## config.mk

```make
export PLATFORM = sky130hd
export DESIGN_NAME = lane_burst_seq
export DESIGN_NICKNAME = d
export VERILOG_FILES = /design/src/rtl/lane_seq_pkg.sv /design/src/rtl/lane_interval_timer.sv /design/src/rtl/lane_cfg_check.sv /design/src/rtl/lane_burst_seq.sv
export SDC_FILE = /design/constraint.sdc
export NUM_CORES = 1
export LEC_CHECK = 0
export BUFFER_PORTS_ARGS = -buffer_cell sky130_fd_sc_hd__buf_2
export CORE_MARGIN = 2
export CORE_UTILIZATION = 45
export DETAILED_ROUTE_END_ITERATION = 8
export PLACE_DENSITY_LB_ADDON = 0.3
export SLEW_MARGIN = 20
export SYNTH_ARGS = -nofsm -noshare
export SYNTH_HDL_FRONTEND = slang
export SYNTH_SLANG_ARGS = --single-unit
```

## constraint.sdc

```tcl
create_clock -name clk -period 3.42 [get_ports clk]
set_clock_uncertainty 0.2 [all_clocks]
set_input_delay 0.342 -clock clk [delete_from_list [all_inputs] [get_ports clk]]
set_output_delay 0.342 -clock clk [all_outputs]
set_load 0.02 [all_outputs]
```

## src/rtl/lane_seq_pkg.sv

```systemverilog
package lane_seq_pkg;

    typedef enum logic [2:0] {
        LN_STOP     = 3'd0,
        LN_REQ      = 3'd1,
        LN_BRIDGE   = 3'd2,
        LN_HS_ZERO  = 3'd3,
        LN_HS_DATA  = 3'd4,
        LN_HS_TRAIL = 3'd5
    } lane_line_e;

    typedef enum logic [3:0] {
        ST_IDLE,
        ST_WAIT_CLK,
        ST_REQUEST,
        ST_PREPARE,
        ST_ZERO,
        ST_SYNC,
        ST_PAYLOAD,
        ST_TRAIL,
        ST_EXIT
    } seq_state_e;

    localparam logic [7:0] SYNC_BYTE = 8'hB8;

endpackage

```

## src/rtl/lane_interval_timer.sv

```systemverilog
module lane_interval_timer #(
    parameter int CNT_W = 8
) (
    input  logic             clk,
    input  logic             rst_n,
    input  logic             load,
    input  logic [CNT_W-1:0] load_val,
    output logic             expired
);
    logic [CNT_W-1:0] cnt_q;

    // A load of N gives N cycles before expiry; 0 behaves as 1.
    always_ff @(posedge clk or negedge rst_n) begin
        if (!rst_n) begin
            cnt_q <= '0;
        end else if (load) begin
            cnt_q <= (load_val == '0) ? '0 : load_val - 1'b1;
        end else if (cnt_q != '0) begin
            cnt_q <= cnt_q - 1'b1;
        end
    end

    assign expired = (cnt_q == '0);
endmodule

```

## src/rtl/lane_cfg_check.sv

```systemverilog
module lane_cfg_check #(
    parameter int CNT_W = 8
) (
    input  logic [CNT_W-1:0] trail_cycles,
    input  logic [CNT_W-1:0] eot_limit,
    output logic             too_long
);
    always_comb begin
        too_long = (trail_cycles > eot_limit);
    end
endmodule

```

## src/rtl/lane_burst_seq.sv

```systemverilog
module lane_burst_seq
    import lane_seq_pkg::*;
#(
    parameter int CNT_W = 8
) (
    input  logic             clk,
    input  logic             rst_n,
    input  logic             start,
    input  logic             clk_ready,
    input  logic [CNT_W-1:0] cfg_lpx,
    input  logic [CNT_W-1:0] cfg_prep,
    input  logic [CNT_W-1:0] cfg_zero,
    input  logic [CNT_W-1:0] cfg_trail,
    input  logic [CNT_W-1:0] cfg_exit,
    input  logic [CNT_W-1:0] cfg_eot_max,
    input  logic             pay_valid,
    input  logic [7:0]       pay_data,
    output logic             pay_ready,
    output logic [2:0]       line_state,
    output logic             hs_valid,
    output logic [7:0]       hs_byte,
    output logic             busy,
    output logic             cfg_err
);
    seq_state_e       state_q, state_d;
    logic [CNT_W-1:0] interval_d;
    logic             phase_load;
    logic             phase_done;
    logic             got_first_q;
    logic [7:0]       last_byte_q;
    lane_line_e       line_d;

    lane_interval_timer #(.CNT_W(CNT_W)) u_timer (
        .clk      (clk),
        .rst_n    (rst_n),
        .load     (phase_load),
        .load_val (interval_d),
        .expired  (phase_done)
    );

    lane_cfg_check #(.CNT_W(CNT_W)) u_cfg (
        .trail_cycles (cfg_trail),
        .eot_limit    (cfg_eot_max),
        .too_long     (cfg_err)
    );

    // Next-state selection.
    always_comb begin
        state_d = state_q;
        unique case (state_q)
            ST_IDLE:     if (start)                     state_d = ST_WAIT_CLK;
            ST_WAIT_CLK: if (clk_ready)                 state_d = ST_REQUEST;
            ST_REQUEST:  if (phase_done)                state_d = ST_PREPARE;
            ST_PREPARE:  if (phase_done)                state_d = ST_ZERO;
            ST_ZERO:     if (phase_done)                state_d = ST_SYNC;
            ST_SYNC:                                    state_d = ST_PAYLOAD;
            ST_PAYLOAD:  if (!pay_valid && got_first_q) state_d = ST_TRAIL;
            ST_TRAIL:    if (phase_done)                state_d = ST_EXIT;
            ST_EXIT:     if (phase_done)                state_d = ST_IDLE;
            default:                                    state_d = ST_IDLE;
        endcase
    end

    // Interval loaded on entry into a timed state.
    always_comb begin
        interval_d = '0;
        unique case (state_d)
            ST_REQUEST: interval_d = cfg_lpx;
            ST_PREPARE: interval_d = cfg_prep;
            ST_ZERO:    interval_d = cfg_zero;
            ST_TRAIL:   interval_d = cfg_trail;
            ST_EXIT:    interval_d = cfg_exit;
            default:    interval_d = '0;
        endcase
    end

    assign phase_load = (state_d != state_q);

    // State register plus payload bookkeeping.
    always_ff @(posedge clk or negedge rst_n) begin
        if (!rst_n) begin
            state_q     <= ST_IDLE;
            got_first_q <= 1'b0;
            last_byte_q <= '0;
        end else begin
            state_q <= state_d;
            if (state_q == ST_SYNC) begin
                got_first_q <= 1'b0;
                last_byte_q <= SYNC_BYTE;
            end else if (state_q == ST_PAYLOAD && pay_valid) begin
                got_first_q <= 1'b1;
                last_byte_q <= pay_data;
            end
        end
    end

    // Outputs decoded from the current state.
    always_comb begin
        line_d    = LN_STOP;
        busy      = 1'b1;
        pay_ready = 1'b0;
        hs_valid  = 1'b0;
        hs_byte   = '0;
        unique case (state_q)
            ST_IDLE:     busy = 1'b0;
            ST_WAIT_CLK: line_d = LN_STOP;
            ST_REQUEST:  line_d = LN_REQ;
            ST_PREPARE:  line_d = LN_BRIDGE;
            ST_ZERO:     line_d = LN_HS_ZERO;
            ST_SYNC: begin
                line_d   = LN_HS_DATA;
                hs_valid = 1'b1;
                hs_byte  = SYNC_BYTE;
            end
            ST_PAYLOAD: begin
                line_d    = LN_HS_DATA;
                pay_ready = 1'b1;
                hs_valid  = pay_valid;
                hs_byte   = pay_valid ? pay_data : 8'h00;
            end
            ST_TRAIL: begin
                line_d   = LN_HS_TRAIL;
                hs_valid = 1'b1;
                hs_byte  = {8{~last_byte_q[7]}};
            end
            ST_EXIT:     line_d = LN_STOP;
            default:     busy = 1'b0;
        endcase
    end

    assign line_state = line_d;
endmodule

```

==> out/results.txt, run 1 <==
Post-synthesis sequential area ratio = 0.185
Dpl cells = 371
Worst EP arrival = 3.17 ns
Slowest stage delay, CP = 0.47 ns
HPWL Detailed = 4450 um
Fillers = 364
# Max-Cap Violations = 0
Routed WL = 5480 um
GRT Total Usage = 0.250
Detail Route Antenna Nets = 0
Maximum root-to-sink buffer count = 2
Final max-slew violation count = 0
Ant diodes = 0
DR pass1 iterations = 4
Max Fclk = 0.306 GHz
CP Capture Type = flip-flop
Cell Pwr Density = 1030 mW/mm2
Peak supply drop = 0.000539 V
Layout cells sized above 1 = 0.388
Worst slew pin tran = 0.629 ns
Synth Flop Type = dfrtp_1
Required @ worst endpoint = 3.32 ns
HP Class = in -> reg
Crit path buf inv count = 2
Final worst-path cycle share = 0.956
Die area = 0.00473 mm2
GP Congestion = 0.867
Commonest non-fill, non-tap cell in the layout = buf_2
Netlist Area Pre-Place = 0.00189 mm2
Lkg Pwr = 1.30 nW
Min Tclk post-route = 3.27 ns
Worst skew pair latency = 0.25 ns
TritonCTS clock tree = yes
Vias per inst = 5.77
Initial antenna violation count = 0
Final setup viols = 0
Rows = 23
Max transition margin = 0.581
Post-synth cell types = 63
I/O pins = 76
Final hold vios = 0
WS Path Type = reg -> reg
Most used cell along the critical path = buf_4
Mapped Avg Cell Area = 8.04 um2
Final nets = 401
Post-synthesis net count = 308
Util after Layout = 0.621
Slowest cell on crit path = dfrtp_1
Iteration-0 DRC Markers = 150
Htree depth = 1
CP top delay family = compound AO/OA/AOI/OAI gates
Chip height = 68.8 um
Synthesis-to-layout area growth = 32.4%
Status = complete, no violations
EDFF count, synth = 0
WL/cell = 14.5 um
Synth Register Bits = 14
First-pass GRT wire length = 9050 um
Non-Filler Instances = 377
Yosys warns = 0
Core Area = 0.00403 mm2
Grt ovf = 0
Initial Util = 0.469
Most frequent cells in the layout = 75 x buf_2, 22 x nor2_1, 21 x buf_4, 20 x nand2_1, 18 x inv_1
Critical path, cell by cell = or2_2 > a211oi_1 > nor3_2 > buf_4 > and2_2 > o211a_1 > buf_4 > ha_1 > and4_2 > o221a_2 > a2bb2oi_1
Number of remaining DRC errors = 0
Asr flop ratio synth = 1.00
CTS buffer count = 3
CTS Sinks = 14
RSZ-0062 raised after global routing = false
Number of global-route vias before repair = 2,001
Clk slew on worst S/H paths = 0.06 ns
Port Buf Inserts = 75
Largest net degree at the start of global routing = 18
Hold WS = 0.281 ns
Crit start category = flip-flop
Chip width = 68.8 um
Routed vias = 2,177
CTS root buffer = clkbuf_8
Highest net fanout along the worst path = 7
Syn Inst Count = 235
-- per-layer routing --
metal  vias up  routed length (um)  share of wire  track usage
met3         6                 400          0.073       0.0373
met5         -                   0              0            0
met4         0                  63          0.012       0.0613
li1       1082                   -              -            -
met2       104                2590           0.47        0.428
met1       985                2430           0.44        0.328
-- cells in the mapped netlist, drive strengths merged (5+ instances only) --
master	n	area, um2
a222oi	5	50.1
a21o	13	98.9
nand2b	5	31.3
inv	18	67.6
xnor2	9	78.8
nand3	8	40.0
nand4	7	50.1
nor2	23	93.8
a21oi	12	63.8
nand2	20	75.1
clkbuf	6	42.5
ha	12	150
o21ai	15	75.1
dfrtp	14	350
-- cell type report --
cell class	count	area, um2	area share
multi-input combinational	194	1420	0.569
timing repair buffer	97	543	0.217
clock buffer	4	55.1	0.0220
sequential	14	350	0.140
inverter	18	67.6	0.0270
tap	50	62.6	0.0250
-- flip-flops by register name (all words and copies together), names as in the netlist --
name	flops
last_byte_q	1
got_first_q	1
u_timer.cnt_q	8
state_q	4
-- final timing paths --
check	from	end	slack (ns)	depth (start not counted)
setup / recovery	state_q[2]$_DFF_PN0_	u_timer.cnt_q[4]$_DFFE_PN0P_	0.15	11
hold / removal	pay_valid	got_first_q$_DFFE_PN0P_	0.28	3
setup reg to reg	state_q[2]$_DFF_PN0_	u_timer.cnt_q[4]$_DFFE_PN0P_	0.15	11
hold reg to reg	state_q[3]$_DFF_PN0_	state_q[2]$_DFF_PN0_	0.35	1
max in group asynchronous	rst_n	u_timer.cnt_q[5]$_DFFE_PN0P_	2.45	2
min in group asynchronous	rst_n	last_byte_q[7]$_DFFE_PN0P_	0.32	2
-- worst register-to-register path, delay by kind of cell (launching register included) --
family / cells / cell delay, ns
buf+inv: 2 / 0.34
fa+ha+maj: 1 / 0.21
compound gates: 4 / 0.99
flops: 1 / 0.47
simple gates: 4 / 0.92
-- through the flow --
stage | area, um2 | TNS (ns) | setup slack, ns | power [mW]
2_1_floorplan | 1890 | 0 | 0.0984 | 1.76
3_3_place_gp | 2410 | 0 | 0.136 | 2.32
3_5_place_dp | 2410 | -0.000808 | -0.000808 | 2.34
4_1_cts | 2490 | 0 | 0.0126 | 2.53
5_1_grt | 2500 | 0 | 0.0211 | 2.81
6_report | 2500 | 0 | 0.152 | 2.58
-- report_power, final --
part	switching, mW	total [mW]	leakage (nW)	internal [mW]
Combinational	1.16	2.08	1.10	0.921
Sequential	0.0814	0.332	0.166	0.251
Clock	0.0652	0.167	0.0288	0.102
-- what timing repair did --
| item | in CTS | in global routing |
|---|---|---|
| pin swaps | 0 | 2 |
| setup buffers | 0 | 1 |
| hold endpoints to repair | 14 | 0 |
| hold buffers | 1 | 0 |
| resized for setup | 1 | 3 |
| endpoints found under the setup margin | 1 | 8 |
-- cell families (layout without fill, tap and decap cells) --
kind of cell / after synthesis / in the layout / synth area share
compound gates: 82 / 82 / 0.351
mux: 1 / 1 / 0.00728
fa+ha+maj: 12 / 12 / 0.0795
simple gates: 89 / 89 / 0.261
xor+xnor: 10 / 10 / 0.0464
buf+inv: 27 / 119 / 0.0695
flops: 14 / 14 / 0.185
Power figures use the tool's default switching activity.
==> run 2, diff against run 1 <==
--- a/config.mk
+++ b/config.mk
@@ -6,10 +6,11 @@
 export NUM_CORES = 1
 export LEC_CHECK = 0
 export BUFFER_PORTS_ARGS = -buffer_cell sky130_fd_sc_hd__buf_2
+export CORE_ASPECT_RATIO = 0.75
 export CORE_MARGIN = 2
 export CORE_UTILIZATION = 45
 export DETAILED_ROUTE_END_ITERATION = 8
-export PLACE_DENSITY_LB_ADDON = 0.3
+export PLACE_DENSITY = 0.83
 export SLEW_MARGIN = 20
 export SYNTH_ARGS = -nofsm -noshare
 export SYNTH_HDL_FRONTEND = slang
==> constraint.sdc (replaced) <==
create_clock -name clk -period 3.42 [get_ports clk]
set_clock_uncertainty 0.2 [all_clocks]
set_input_delay 0.342 -clock clk [delete_from_list [all_inputs] [get_ports clk]]
set_output_delay 0.342 -clock clk [all_outputs]
set_load 0.01 [all_outputs]
==> out/results.txt, run 2 (synthesis results as in run 1) <==
Die area = 0.00474 mm2
CP Capture Type = flip-flop
Iteration-0 DRC Markers = 209
Cell Pwr Density = 1010 mW/mm2
Max Fclk = 0.305 GHz
Initial Util = 0.466
Chip height = 60.1 um
Sequential share of power = 0.128
Clk pwr share = 0.067
Chip width = 78.8 um
GP Congestion = 0.936
CTS buffer count = 3
Routed vias = 2,255
Routed WL = 5690 um
Largest net degree at the start of global routing = 18
Status = complete, no violations
Lkg Pwr = 1.30 nW
Initial antenna violation count = 0
TritonCTS clock tree = yes
Max transition margin = 0.571
Final nets = 401
Ant diodes = 0
GRT Total Usage = 0.249
Final max-slew violation count = 0
WS Path Type = reg -> reg
Worst EP arrival = 3.25 ns
Comb power frac = 0.806
Number of remaining DRC errors = 0
I/O pins = 76
Largest register FFs = 8
Most flop-heavy register = u_timer.cnt_q
Util after Layout = 0.618
HPWL Detailed = 4540 um
Most frequent cells in the layout = 75 x buf_2, 22 x nor2_1, 21 x buf_4, 20 x nand2_1, 18 x inv_1
Clk slew on worst S/H paths = 0.06 ns
Worst skew pair latency = 0.25 ns
Hold WS = 0.260 ns
Synthesis-to-layout area growth = 32.5%
CTS root buffer = clkbuf_8
Final setup viols = 0
Top Registers = u_timer.cnt_q x8, state_q x4
Non-Filler Instances = 382
# Max-Cap Violations = 0
Final worst-path cycle share = 0.958
Port Buf Inserts = 75
Fillers = 358
Highest net fanout along the worst path = 7
Detail Route Antenna Nets = 0
CTS Sinks = 14
Vias per inst = 5.90
Maximum root-to-sink buffer count = 2
Core Area = 0.00405 mm2
Dpl cells = 375
First-pass GRT wire length = 9390 um
Int Power = 1.26 mW
DR pass1 iterations = 6
HP Class = in -> reg
Crit start category = flip-flop
P_sw = 1.27 mW
Rows = 20
Htree depth = 1
Peak supply drop = 0.000474 V
Number of global-route vias before repair = 2,076
Layout cells sized above 1 = 0.391
WL/cell = 14.9 um
Final hold vios = 0
Switching part of the total = 0.502
Min Tclk post-route = 3.28 ns
Tot Pwr = 2.54 mW
Commonest non-fill, non-tap cell in the layout = buf_2
Grt ovf = 0
Required @ worst endpoint = 3.39 ns
Worst slew pin tran = 0.644 ns
run 2: cell counts in the layout (fill, tap and decap cells not counted):
No cell type changed its count.
run 2: worst paths after layout:
check | start | end | slack, ns | depth (start not counted)
hold / removal | pay_valid | got_first_q$_DFFE_PN0P_ | 0.26 | 3
hold reg to reg | got_first_q$_DFFE_PN0P_ | got_first_q$_DFFE_PN0P_ | 0.33 | 2
max in group asynchronous | rst_n | u_timer.cnt_q[2]$_DFFE_PN0P_ | 2.45 | 2
setup reg to reg | u_timer.cnt_q[0]$_DFFE_PN0P_ | u_timer.cnt_q[5]$_DFFE_PN0P_ | 0.14 | 11
min in group asynchronous | rst_n | last_byte_q[7]$_DFFE_PN0P_ | 0.32 | 2
setup / recovery | u_timer.cnt_q[0]$_DFFE_PN0P_ | u_timer.cnt_q[5]$_DFFE_PN0P_ | 0.14 | 11
run 2: power groups by stage:
| stage | clock network, mW | registers [mW] | logic, mW |
|---|---|---|---|
| after floorplan | 0 | 0.302 | 1.41 |
| after global placement | 0 | 0.319 | 1.91 |
| after detailed placement | 0 | 0.324 | 1.95 |
| after CTS | 0.170 | 0.322 | 1.96 |
| after global routing | 0.175 | 0.333 | 2.26 |
| final | 0.169 | 0.324 | 2.04 |
run 2: layout make-up:
type	instances	area (um2)	area share
Clock buffer	4	55.1	0.0220
Sequential cell	14	350	0.140
Inverter	18	67.6	0.0270
Timing Repair Buffer	97	543	0.217
Multi-Input combinational cell	194	1420	0.567
Tap cell	55	68.8	0.0275
run 2: what timing repair did:
item / 4_1_cts / 5_1_grt
hold buffers: 1 / 0
gates resized for setup: 0 / 3
hold endpoints to repair: 14 / 0
setup buffers: 0 / 2
setup endpoints to repair: 0 / 8
run 2: worst max-delay path: stages (launching register included):
cell	delay [ns]
dfrtp_1	0.38
inv_1	0.07
ha_1	0.19
or3b_4	0.44
nor2_4	0.16
mux2i_2	0.44
a222oi_1	0.19
o211a_1	0.20
ha_1	0.26
nand3_1	0.12
or4b_1	0.44
o211ai_1	0.10
run 2: metal layers:
layer	part of all wire	global-route usage	up-vias
met4	0.014	0.0591	0
li1	-	-	1073
met1	0.46	0.351	1034
met2	0.44	0.405	138
met3	0.087	0.0363	10
met5	0	0	-
run 2: through the flow:
| step | setup TNS [ns] | area (um2) | setup slack, ns |
|---|---|---|---|
| after floorplan | 0 | 1890 | 0.0984 |
| after global placement | 0 | 2410 | 0.140 |
| after detailed placement | 0 | 2410 | 0.0395 |
| after CTS | 0 | 2480 | 0.0262 |
| after global routing | -0.0563 | 2500 | -0.0366 |
| final | 0 | 2500 | 0.144 |
==> run 3, diff against run 2 <==
--- a/config.mk
+++ b/config.mk
@@ -5,13 +5,13 @@
 export SDC_FILE = /design/constraint.sdc
 export NUM_CORES = 1
 export LEC_CHECK = 0
-export BUFFER_PORTS_ARGS = -buffer_cell sky130_fd_sc_hd__buf_2
+export BUFFER_PORTS_ARGS = -buffer_cell sky130_fd_sc_hd__buf_4
 export CORE_ASPECT_RATIO = 0.75
 export CORE_MARGIN = 2
 export CORE_UTILIZATION = 45
 export DETAILED_ROUTE_END_ITERATION = 8
 export PLACE_DENSITY = 0.83
-export SLEW_MARGIN = 20
+export SLEW_MARGIN = 25
 export SYNTH_ARGS = -nofsm -noshare
 export SYNTH_HDL_FRONTEND = slang
 export SYNTH_SLANG_ARGS = --single-unit
==> out/results.txt, run 3 (synthesis results as in run 1) <==
Status = complete, no violations
Hold_sp = pay_valid
GP Congestion = 0.917
Worst EP arrival = 3.26 ns
Final worst-path cycle share = 0.961
Worst slew pin tran = 0.547 ns
Die area = 0.00474 mm2
Rows = 20
Worst skew pair latency = 0.26 ns
HPWL Detailed = 4980 um
Worst reg2reg setup slack = 0.13 ns
Largest net degree at the start of global routing = 16
Int Power = 1.34 mW
Clk pwr share = 0.065
Max transition margin = 0.630
Routed vias = 2,238
Synthesis-to-layout area growth = 44.1%
Fillers = 330
Htree depth = 1
WL/cell = 16.3 um
Port Buf Inserts = 75
Core Area = 0.00405 mm2
Comb power frac = 0.805
Hold WS = 0.239 ns
# Max-Cap Violations = 0
Commonest non-fill, non-tap cell in the layout = buf_4
R2r endpoint = u_timer.cnt_q[5]$_DFFE_PN0P_
Iteration-0 DRC Markers = 188
Most flop-heavy register = u_timer.cnt_q
P_sw = 1.32 mW
Hold path depth = 3
TritonCTS clock tree = yes
Highest net fanout along the worst path = 5
Final Cell Area = 0.00272 mm2
Min-Delay Endpoint = got_first_q$_DFFE_PN0P_
Initial Util = 0.466
WS Path Type = reg -> reg
Required @ worst endpoint = 3.40 ns
Max Fclk = 0.304 GHz
Switching part of the total = 0.497
Grt ovf = 0
Util after Layout = 0.672
CTS buffer count = 3
Most frequent cells in the layout = 98 x buf_4, 22 x nor2_1, 20 x nand2_1, 18 x inv_1, 14 x dfrtp_1
CTS Sinks = 14
TNS Setup = 0 ns
Peak supply drop = 0.000455 V
Final max-slew violation count = 0
Maximum root-to-sink buffer count = 2
Top Registers = u_timer.cnt_q x8, state_q x4
Detail Route Antenna Nets = 0
Ant diodes = 0
Number of remaining DRC errors = 0
GRT Total Usage = 0.270
Initial antenna violation count = 0
Chip height = 60.1 um
I/O pins = 76
RR Startpoint = u_timer.cnt_q[0]$_DFFE_PN0P_
Vias per inst = 5.83
DR pass1 iterations = 8
Placed cell areas = 0.00262 mm2
Clk slew on worst S/H paths = 0.06 ns
Sequential share of power = 0.130
Chip width = 78.8 um
Min Tclk post-route = 3.29 ns
CTS root buffer = clkbuf_8
First-pass GRT wire length = 9990 um
CP Capture Type = flip-flop
Final setup viols = 0
Lkg Pwr = 1.37 nW
Crit start category = flip-flop
Routed WL = 6260 um
HP Class = in -> reg
Number of global-route vias before repair = 2,142
Final hold vios = 0
Cell Pwr Density = 979 mW/mm2
Worst R2R Path Depth = 11
Layout cells sized above 1 = 0.401
Largest register FFs = 8
Final nets = 403
[run 3: cell count changes in the layout (fill, tap and decap cells not counted), sizes merged]
cell,delta
buf,+2
[run 3: final cells by class]
type | instances | area [um2] | share of cell area
Timing Repair Buffer | 99 | 746 | 0.274
Sequential cell | 14 | 350 | 0.129
Multi-Input combinational cell | 194 | 1440 | 0.527
Inverter | 18 | 67.6 | 0.0248
Tap cell | 55 | 68.8 | 0.0253
Clock buffer | 4 | 55.1 | 0.0202
[run 3: worst max-delay path by stage]
stage | end | from | slack, ns
2_1_floorplan | u_timer.cnt_q[7]$_DFFE_PN0P_ | u_timer.cnt_q[0]$_DFFE_PN0P_ | 0.1
3_3_place_gp | u_timer.cnt_q[7]$_DFFE_PN0P_ | u_timer.cnt_q[0]$_DFFE_PN0P_ | 0.13
3_5_place_dp | u_timer.cnt_q[5]$_DFFE_PN0P_ | u_timer.cnt_q[0]$_DFFE_PN0P_ | 0.003
4_1_cts | u_timer.cnt_q[7]$_DFFE_PN0P_ | u_timer.cnt_q[0]$_DFFE_PN0P_ | 0.05
5_1_grt | u_timer.cnt_q[5]$_DFFE_PN0P_ | u_timer.cnt_q[0]$_DFFE_PN0P_ | -0.02
6_report | u_timer.cnt_q[5]$_DFFE_PN0P_ | u_timer.cnt_q[0]$_DFFE_PN0P_ | 0.13
[run 3: what timing repair did]
action | in CTS | in global routing
resized for setup | 3 | 4
endpoints found under the hold margin | 14 | 0
pin swaps | 2 | 6
endpoints found under the setup margin | 2 | 8
gates cloned | 0 | 0
setup buffers | 0 | 2
hold buffers | 1 | 0
[run 3: metrics by stage]
stage	instances	worst slack (ns)	power (mW)
3_3_place_gp	377	0.126	2.32
4_1_cts	382	0.0522	2.56
3_5_place_dp	377	0.00282	2.36
6_report	384	0.135	2.67
2_1_floorplan	235	0.0984	1.71
5_1_grt	384	-0.0150	2.86
[run 3: power groups by stage]
| stage | clock network (mW) | logic [mW] | registers, mW |
|---|---|---|---|
| after detailed placement | 0 | 2.02 | 0.342 |
| after floorplan | 0 | 1.41 | 0.302 |
| after global routing | 0.180 | 2.33 | 0.358 |
| after global placement | 0 | 1.98 | 0.337 |
| after CTS | 0.175 | 2.05 | 0.339 |
| final | 0.174 | 2.15 | 0.345 |
[run 3: worst max-delay path, stage by stage (launching register included)]
cell and delay, ns:
dfrtp_1 0.38, inv_1 0.09, ha_1 0.20, or3b_4 0.44, o31ai_4 0.26, a21oi_2 0.11
a21boi_4 0.17, a2111oi_4 0.42, buf_4 0.19, nand3_1 0.08, or4b_1 0.54, o211ai_1 0.10
[run 3: metal layers]
layer	vias to the layer above	track usage	share of wire
li1	1072	-	-
met1	1035	0.369	0.44
met2	126	0.457	0.47
met3	5	0.0272	0.079
met4	0	0.0764	0.010
met5	-	0	0
